`src/rtl/hiccup_pkg.sv`:
```
package hiccup_pkg;

  typedef enum logic [2:0] {
    SEQ_LOCKOUT = 3'd0,
    SEQ_RAMP    = 3'd1,
    SEQ_RUN     = 3'd2,
    SEQ_FCHG    = 3'd3,
    SEQ_FDIS    = 3'd4
  } seqState_e;

  // strobes from control to the ceiling datapath
  typedef struct packed {
    logic clr;
    logic chg;
    logic dis;
  } rampCmd_t;

endpackage

```
`src/rtl/hiccup_ramp_dp.sv`:
```
module hiccup_ramp_dp #(
  parameter int CNT_W = 12
) (
  input  logic                      clk,
  input  logic                      rstN,
  input  hiccup_pkg::rampCmd_t      cmd,
  input  logic [CNT_W-1:0]          chargeStep,
  input  logic [CNT_W-1:0]          dischargeStep,
  output logic [CNT_W-1:0]          level,
  output logic                      willFill,
  output logic                      isEmpty
);
  localparam logic [CNT_W-1:0] LVL_MAX = {CNT_W{1'b1}};

  logic [CNT_W:0]   sumWide;
  logic [CNT_W-1:0] chgSat;
  logic [CNT_W-1:0] disSat;

  always_comb begin
    sumWide  = {1'b0, level} + {1'b0, chargeStep};
    chgSat   = sumWide[CNT_W] ? LVL_MAX : sumWide[CNT_W-1:0];
    disSat   = (level < dischargeStep) ? '0 : level - dischargeStep;
    willFill = (chgSat == LVL_MAX);
    isEmpty  = (level == '0);
  end

  always_ff @(posedge clk or negedge rstN) begin
    if (!rstN)        level <= '0;
    else if (cmd.clr) level <= '0;
    else if (cmd.chg) level <= chgSat;
    else if (cmd.dis) level <= disSat;
  end
endmodule

```
`src/rtl/hiccup_ctrl.sv`:
```
module hiccup_ctrl (
  input  logic                   clk,
  input  logic                   rstN,
  input  logic                   ovrCurrent,
  input  logic                   uvOk,
  input  logic                   willFill,
  input  logic                   isEmpty,
  output hiccup_pkg::rampCmd_t   cmd,
  output hiccup_pkg::seqState_e  state,
  output logic                   outEnable,
  output logic                   faultFlag
);
  import hiccup_pkg::*;

  seqState_e nxt;

  always_comb begin
    nxt = state;
    cmd = '0;
    if (!uvOk) begin
      nxt     = SEQ_LOCKOUT;
      cmd.clr = 1'b1;
    end else begin
      unique case (state)
        SEQ_LOCKOUT: begin
          nxt     = SEQ_RAMP;
          cmd.clr = 1'b1;
        end
        SEQ_RAMP: begin
          cmd.chg = 1'b1;
          if (willFill)        nxt = ovrCurrent ? SEQ_FDIS : SEQ_RUN;
          else if (ovrCurrent) nxt = SEQ_FCHG;
        end
        SEQ_RUN: begin
          if (ovrCurrent) nxt = SEQ_FDIS;
        end
        SEQ_FCHG: begin
          cmd.chg = 1'b1;
          if (willFill) nxt = SEQ_FDIS;
        end
        SEQ_FDIS: begin
          cmd.dis = 1'b1;
          if (isEmpty && !ovrCurrent) nxt = SEQ_RAMP;
        end
        default: begin
          nxt     = SEQ_LOCKOUT;
          cmd.clr = 1'b1;
        end
      endcase
    end
  end

  always_ff @(posedge clk or negedge rstN) begin
    if (!rstN) state <= SEQ_LOCKOUT;
    else       state <= nxt;
  end

  always_comb begin
    outEnable = (state == SEQ_RAMP || state == SEQ_RUN) && !ovrCurrent && uvOk;
    faultFlag = (state == SEQ_FCHG || state == SEQ_FDIS);
  end
endmodule

```
`src/rtl/hiccup_clamp.sv`:
```
module hiccup_clamp #(
  parameter int CNT_W = 12
) (
  input  logic [CNT_W-1:0] demand,
  input  logic [CNT_W-1:0] ceiling,
  input  logic             enable,
  output logic [CNT_W-1:0] limited
);
  always_comb begin
    if (!enable)              limited = '0;
    else if (demand < ceiling) limited = demand;
    else                      limited = ceiling;
  end
endmodule

```
`src/rtl/hiccup_seq.sv`:
```
module hiccup_seq #(
  parameter int CNT_W = 12
) (
  input  logic             clk,
  input  logic             rstN,
  input  logic             ovrCurrent,
  input  logic             supplyOk,
  input  logic             refOk,
  input  logic [CNT_W-1:0] chargeStep,
  input  logic [CNT_W-1:0] dischargeStep,
  input  logic [CNT_W-1:0] demand,
  output logic             outEnable,
  output logic             faultFlag,
  output logic [CNT_W-1:0] ssLevel,
  output logic [CNT_W-1:0] clampedLevel,
  output logic [2:0]       seqState
);
  import hiccup_pkg::*;

  rampCmd_t  rampCmd;
  seqState_e stateQ;
  logic      willFill;
  logic      isEmpty;
  logic      uvOk;

  assign uvOk     = supplyOk & refOk;
  assign seqState = stateQ;

  hiccup_ctrl ctrl_i (
    .clk        (clk),
    .rstN       (rstN),
    .ovrCurrent (ovrCurrent),
    .uvOk       (uvOk),
    .willFill   (willFill),
    .isEmpty    (isEmpty),
    .cmd        (rampCmd),
    .state      (stateQ),
    .outEnable  (outEnable),
    .faultFlag  (faultFlag)
  );

  hiccup_ramp_dp #(.CNT_W(CNT_W)) dp_i (
    .clk           (clk),
    .rstN          (rstN),
    .cmd           (rampCmd),
    .chargeStep    (chargeStep),
    .dischargeStep (dischargeStep),
    .level         (ssLevel),
    .willFill      (willFill),
    .isEmpty       (isEmpty)
  );

  hiccup_clamp #(.CNT_W(CNT_W)) clamp_i (
    .demand  (demand),
    .ceiling (ssLevel),
    .enable  (outEnable),
    .limited (clampedLevel)
  );
endmodule

```
`config.mk`:
```
export PLATFORM = sky130hd
export DESIGN_NAME = hiccup_seq
export DESIGN_NICKNAME = d
export VERILOG_FILES = /design/src/rtl/hiccup_pkg.sv /design/src/rtl/hiccup_ramp_dp.sv /design/src/rtl/hiccup_ctrl.sv /design/src/rtl/hiccup_clamp.sv /design/src/rtl/hiccup_seq.sv
export SDC_FILE = /design/constraint.sdc
export NUM_CORES = 1
export LEC_CHECK = 0
export ABC_AREA = 1
export BUFFER_PORTS_ARGS = -buffer_cell sky130_fd_sc_hd__buf_2
export CORE_ASPECT_RATIO = 0.8
export CORE_MARGIN = 5
export CORE_UTILIZATION = 35
export DETAILED_ROUTE_END_ITERATION = 10
export GPL_TIMING_DRIVEN = 0
export PLACE_DENSITY_LB_ADDON = 0.05
export SYNTH_ARGS = -nofsm -noshare
export SYNTH_HDL_FRONTEND = slang
export SYNTH_SLANG_ARGS = --single-unit
```
`constraint.sdc`:
```
create_clock -name clk -period 2.35 [get_ports clk]
set_input_delay 0.47 -clock clk [delete_from_list [all_inputs] [get_ports clk]]
set_output_delay 0.47 -clock clk [all_outputs]
set_load 0.05 [all_outputs]
```
### Word level (Yosys, flattened, before mapping)

Cells that the tools add are included.

| storage, ports and cells | value |
|---|---|
| register bits | 15 |
| input bits | 41 |
| output and inout port bits | 29 |
| logic and storage cells | 48 |

| cells by class | value |
|---|---|
| add/sub/neg operators | 2 |
| magnitude comparators | 2 |
| equal/unequal tests | 9 |
| multiplexer cells | 20 |
| bitwise gates (word level) | 1 |
| reductions and logical operators | 12 |

Operators by type and width:

| kind | number |
|---|---|
| two-way mux 12 bit | 7 |
| less-than comparator 12 bit | 2 |
| two-way mux 3 bit | 7 |
| one-hot mux 3 bit (5 select lines) | 1 |
| adder 12 x 12 -> 13 bit | 1 |
| equality test 12 bit, second input constant | 1 |
| logical NOT 12 bit | 1 |
| subtractor 12 bit | 1 |
| != test 3 bit, second input constant | 3 |
| equality test 3 x 2 -> 1 bit, second input constant | 2 |
| two-way mux 1 bit | 4 |
| != test 4 bit, second input constant | 1 |
| AND reduction 4 bit | 1 |
| OR reduction 4 bit | 1 |
| equality test 3 x 1 -> 1 bit, second input constant | 1 |
| equality test 3 bit, second input constant | 1 |
| logical AND 1 bit | 3 |
| logical NOT 3 bit | 1 |
| nonzero test 3 bit | 1 |
| logical OR 1 bit | 2 |
| two-way mux 2 bit | 1 |
| OR reduction 2 bit | 1 |
| AND 1 bit | 1 |
| logical NOT 1 bit | 1 |

### Depth between registers and ports, before layout

| logic depth | value |
|---|---|
| depth after elaboration | 7 |
| depth in mapped cells | 18 |

### Modules after synthesis

A second synthesis with hierarchy kept.

| unflattened totals | value |
|---|---|
| cell total of the unflattened synthesis | 558 |
| area total of the unflattened synthesis | 3219.3 um2 |

Modules (own cells, without submodules):

| module | instances | cells an instance | area an instance (um2) | sequential area each (um2) |
|---|---|---|---|---|
| hiccup_ramp_dp | 1 | 389 | 2228.4 | 300.3 |
| hiccup_clamp | 1 | 119 | 679.4 | 0.0 |
| hiccup_ctrl | 1 | 48 | 304.0 | 75.1 |
| hiccup_seq | 1 | 2 | 7.5 | 0.0 |

### Worst setup path before layout

Ideal clock, no wire load.

| timing | value |
|---|---|
| path type | flip-flop to output port |
| start | register ctrl_i.state[0] |
| end | output port clampedLevel[10] |
| arrival time | 2832 ps |
| required time | 1880 ps |
| slack | -952 ps |
| cell stages (with the launch flop) | 10 |
| buffers on the path | 1 |
| cells stage by stage | dfrtp_1 -> inv_1 -> nor2_1 -> inv_1 -> o21ai_0 -> nand2_1 -> inv_1 -> clkbuf_1 -> o21ai_0 -> a21oi_1 |

| on the way | value |
|---|---|
| longest elaborated chain between the ends | 5 |
| elaborated cells between the ends (all ways) | 6 |
| those cells by class | eq/ne: 2; mux: 1; reduce/logical: 3 |

Ends and longest elaborated chain:

| item | RTL line | source |
|---|---|---|
| start: declaration | hiccup_ctrl.sv:9 | `output hiccup_pkg::seqState_e state,` |
| start signal: assignment | hiccup_ctrl.sv:55 | `else state <= nxt;` |
| equality test 3 x 1 -> 1 bit or equality test 3 x 2 -> 1 bit (tied branches) | hiccup_ctrl.sv:59 | `outEnable = (state == SEQ_RAMP \|\| state == SEQ_RUN) && !ovrCurrent && uvOk;` |
| logical OR 1 bit * | hiccup_ctrl.sv:59 |  |
| logical AND 1 bit * (2 in a row) | hiccup_ctrl.sv:59 |  |
| via outEnable | hiccup_seq.sv:12 | `output logic outEnable,` |
| two-way mux 12 bit * | hiccup_clamp.sv:10 | `if (!enable) limited = '0;` |
| end: declaration | hiccup_seq.sv:15 | `output logic [CNT_W-1:0] clampedLevel,` |

The timed path passes the listed nets; every way through them passes the cells marked *.

### Worst setup path in the final report

| timing | value |
|---|---|
| start | register dp_i.level[1] |
| end | output port clampedLevel[6] |

| on the way | value |
|---|---|
| longest elaborated chain between the ends | 3 |

Ends and longest elaborated chain:

| item | RTL line | source |
|---|---|---|
| start: declaration | hiccup_ramp_dp.sv:9 | `output logic [CNT_W-1:0] level,` |
| start signal: assignment | hiccup_ramp_dp.sv:30 | `else if (cmd.chg) level <= chgSat;` |
| start signal: assignment | hiccup_ramp_dp.sv:31 | `else if (cmd.dis) level <= disSat;` |
| less-than comparator 12 bit | hiccup_clamp.sv:11 | `else if (demand < ceiling) limited = demand;` |
| two-way mux 12 bit | hiccup_clamp.sv:11 |  |
| two-way mux 12 bit | hiccup_clamp.sv:10 |  |

Every way passes these cells.

==> results_dict.tcl <==
set metrics [dict create \
    synth_fa_ha_area_frac 0.1780 \
    dp_hpwl_mm 7.164 \
    grt_max_degree 16 \
    drv_cap 0 \
    grt_pass1_wl_mm 14.07 \
    numCtsBuffers 3 \
    htreeDepth 1 \
    hold_viol 0 \
    ys.warnings.count 0 \
    cp_slowest_cell "dfrtp_4" \
    synth_top_area_frac 0.1631 \
    synth_top_family_by_area "simple AND/OR/NAND/NOR gates" \
    ir_drop_v 0.0001658 \
    synthToLayoutAreaGrowth_pct 45.15 \
    antenna_cells 0 \
    required_ps 1880 \
    rr_startpoint "dp_i.level[1]" \
    final_layout_size_suffix_gt1_frac 0.3774 \
    n_fill_cell 792 \
    p_switching_uw 313.4 \
    fin_nets 601 \
    synth_compound_area_frac 0.1938 \
    period_needed_ps 2771 \
    core_um2 7427 \
    cp_data_arrival_time_ps 2300 \
    antenna_found_initial 0 \
    syn_area_per_cell_um2 6.215 \
    io_pins 70 \
    slew_headroom 0.6738 \
    synth_area_um2 2685 \
    drt_iter0_drc 149 \
    status "finished with violations" \
    max_stage_delay_ps 490 \
    fmax_ghz 0.3609 \
    die_y_um 88.34 \
    wirelength_mm 8.964 \
    synthTopCellsByArea "ha_1 16%, nand2_1 14%, dfrtp_1 14%" \
    worstMarginPinSlew_ps 484.8 \
    seq_area_um2 395.4 \
    cts_tree "yes" \
    die_area_um2 9534 \
    first_global_vias 2859 \
    whs_ps 118.4 \
    power_frac_seq 0.322 \
    syn_nets 510 \
    num_vias 3137 \
    rows 28 \
    drtAntennaViolNets 0 \
    drc 0 \
    yosysSeqAreaShare 0.1398 \
    violations "setup timing" \
    place.gp.congestion 0.8836 \
    clockPowerShare 0.258 \
    crit_type "flip-flop to output port" \
    period_share 1.179 \
    fp.dieW_um 107.9 \
    powerDensity_nw_per_um2 211.9 \
    p_comb_frac 0.421 \
    fin_ws_ps -421.1 \
    r2r_setup_slack_ps -210 \
    rsz0062_at_grt "yes" \
    clock_latency_ps 250 \
    setup_viol 19 \
    yosysTopAreaCell "ha_1" \
    io_buffers 69 \
    r2r_cells 18 \
    synth_xor_area_frac 0.02283 \
    fin_skew_ps 3.425 \
    start_util 0.3615 \
    routed_via_density 5.003 \
    cts_sinks 15 \
    ys_ff_latch 15 \
    grt-ovfl-total 0 \
    root_buffer "clkbuf_8" \
    cts_buffer_depth 2 \
    hold_buffers 0 \
    maxSlewViolCount 0 \
    p_int_uw 512.6 \
    synth_simple_gate_area_frac 0.3514 \
    synth.distinct_cells 39 \
    switching_share 0.3794 \
    first_pass_iters 4 \
    crit_path_end_kind "output port" \
    startpoint_type "flip-flop" \
    tns_ps -5466 \
    hold_path_class "input pin to asynchronous set/reset pin" \
    syn_inst 432 \
    rr_endpoint "ctrl_i.state[0]" \
    gr-usage-all-layers 0.1853 \
    clk_pin_slew_worst_paths_ps 60 \
    path_max_fanout 8 \
    synthMuxAreaShare 0 \
    leakage_uw 0.001927 \
    crit_chain "inv_4 > ha_4 > o21a_1 > o211ai_1 > nand2_1 > nand3_2 > o2111ai_4 > buf_8 > o21ai_4 > a21oi_4 > buf_6" \
    multi_input_area_um2 2386 \
    drt-wirelength-per-cell_um 14.30 \
]
registers in the layout (all words and copies together) (netlist names):
name          flops
dp_i.level       12
ctrl_i.state      3
worst max path at each step:
stage,start,endpoint,slack [ps],depth (start not counted)
3_3_place_gp,dp_i.level[1],clampedLevel[3],-320,11
5_1_grt,dp_i.level[1],clampedLevel[6],-510,10
2_1_floorplan,dp_i.level[1],clampedLevel[10],-130,9
4_1_cts,dp_i.level[1],clampedLevel[9],-370,11
6_report,dp_i.level[1],clampedLevel[6],-420,11
3_5_place_dp,chargeStep[0],ctrl_i.state[2],-330,18
cell families (layout without fill, tap and decap cells):
group / after synthesis / count (layout)
AND/OR/NAND/NOR: 203 / 203
flip-flops: 15 / 15
XOR/XNOR: 7 / 7
AO/OA/AOI/OAI: 91 / 91
buffers and inverters: 79 / 169
adder cells (fa/ha/maj): 37 / 37
what timing repair did:
action                                  in CTS  in global routing
resized for setup                           50                 42
setup buffers                                6                  9
gates cloned                                 2                  0
endpoints found under the setup margin      17                 28
pin swaps                                    2                 23
cell usage in the layout, fill, tap and decap left out, types with 3 or more instances in the layout:
cell type	synthesis	routed
o22ai_1	9	8
o21ai_4	0	9
a21oi_1	39	24
buf_8	0	4
nor2_4	3	4
clkbuf_8	0	4
inv_1	68	59
nand4_1	7	7
a21oi_2	1	4
buf_2	1	56
o21ai_1	7	8
nor4_1	3	3
nand2_2	12	16
o21ai_2	2	3
a31oi_1	4	4
ha_1	35	33
nand3_2	4	9
xor2_1	4	4
buf_4	0	13
inv_2	2	10
or2_2	4	4
nor2_1	26	25
buf_6	1	16
nor2_2	3	3
o21ai_0	18	7
clkbuf_1	6	4
a21oi_4	1	13
dfrtp_2	0	13
nand3_1	33	26
nand2_1	102	97
synth_stat cells:
cell and count:
o21ai_0 18, nand3_1 33, nor3_1 2, o21ai_2 2, nand2_2 12, a31oi_1 4
nand3b_1 2, o21ai_1 7, nor2_2 3, a21oi_4 1, nor2_1 26, xor2_1 4
clkinv_2 1, o211ai_1 2, o22ai_1 9, buf_2 1, or2_0 1, fa_1 2
a21oi_1 39, inv_2 2, o31ai_1 2, inv_1 68, a21oi_2 1, dfrtp_1 15
nor2_4 3, ha_1 35, buf_6 1, xnor2_1 3, nand2_4 1, nand3_2 4
nand4_1 7, o21a_1 2, o21bai_1 2, or2_2 4, clkbuf_1 6, a21o_1 1
nand2_1 102, nor4_1 3, o2111ai_1 1
power by group through the flow:
stage	logic, µW	clock network, µW	registers [µW]
after global placement	291	0	271
after CTS	327	217	266
after global routing	383	227	266
after detailed placement	292	0	271
final	348	213	266
after floorplan	191	0	281
through the flow:
stage	power [µW]	setup slack, ps	cell area, µm²	util	instances
global placement	562.0	-318.8	3364	0.4530	606
detailed placement	563.0	-330.4	3364	0.4530	606
floorplan	471.7	-129.4	2888	-	432
CTS	809.7	-370.4	3685	0.4961	618
finish	826.0	-421.1	3897	0.5248	627
global route	876.7	-511.9	3897	0.5248	627
metal layers:
metal  track usage  routed length, µm  vias to the layer above
met2        0.2895               3893                       76
met3       0.03209                413                        4
li1              -                  -                     1631
met5             0                  0                        -
met4       0.01376                 27                        0
met1        0.2786               4629                     1426
cell type report:
class	instances	area share
sequential	15	0.1014
buffer	8	0.02279
timing repair buffer	86	0.1486
tap	105	0.03371
inverter	71	0.06966
multi-input combinational	338	0.6122
clock buffer	4	0.01156
critical path: cells and delay by family, from the launching register on:
| family | cells | cell delay (ps) |
|---|---|---|
| fa+ha+maj | 1 | 180 |
| buf+inv | 3 | 450 |
| flops | 1 | 490 |
| compound gates | 5 | 690 |
| simple gates | 2 | 220 |
Power figures use the tool's default switching activity.
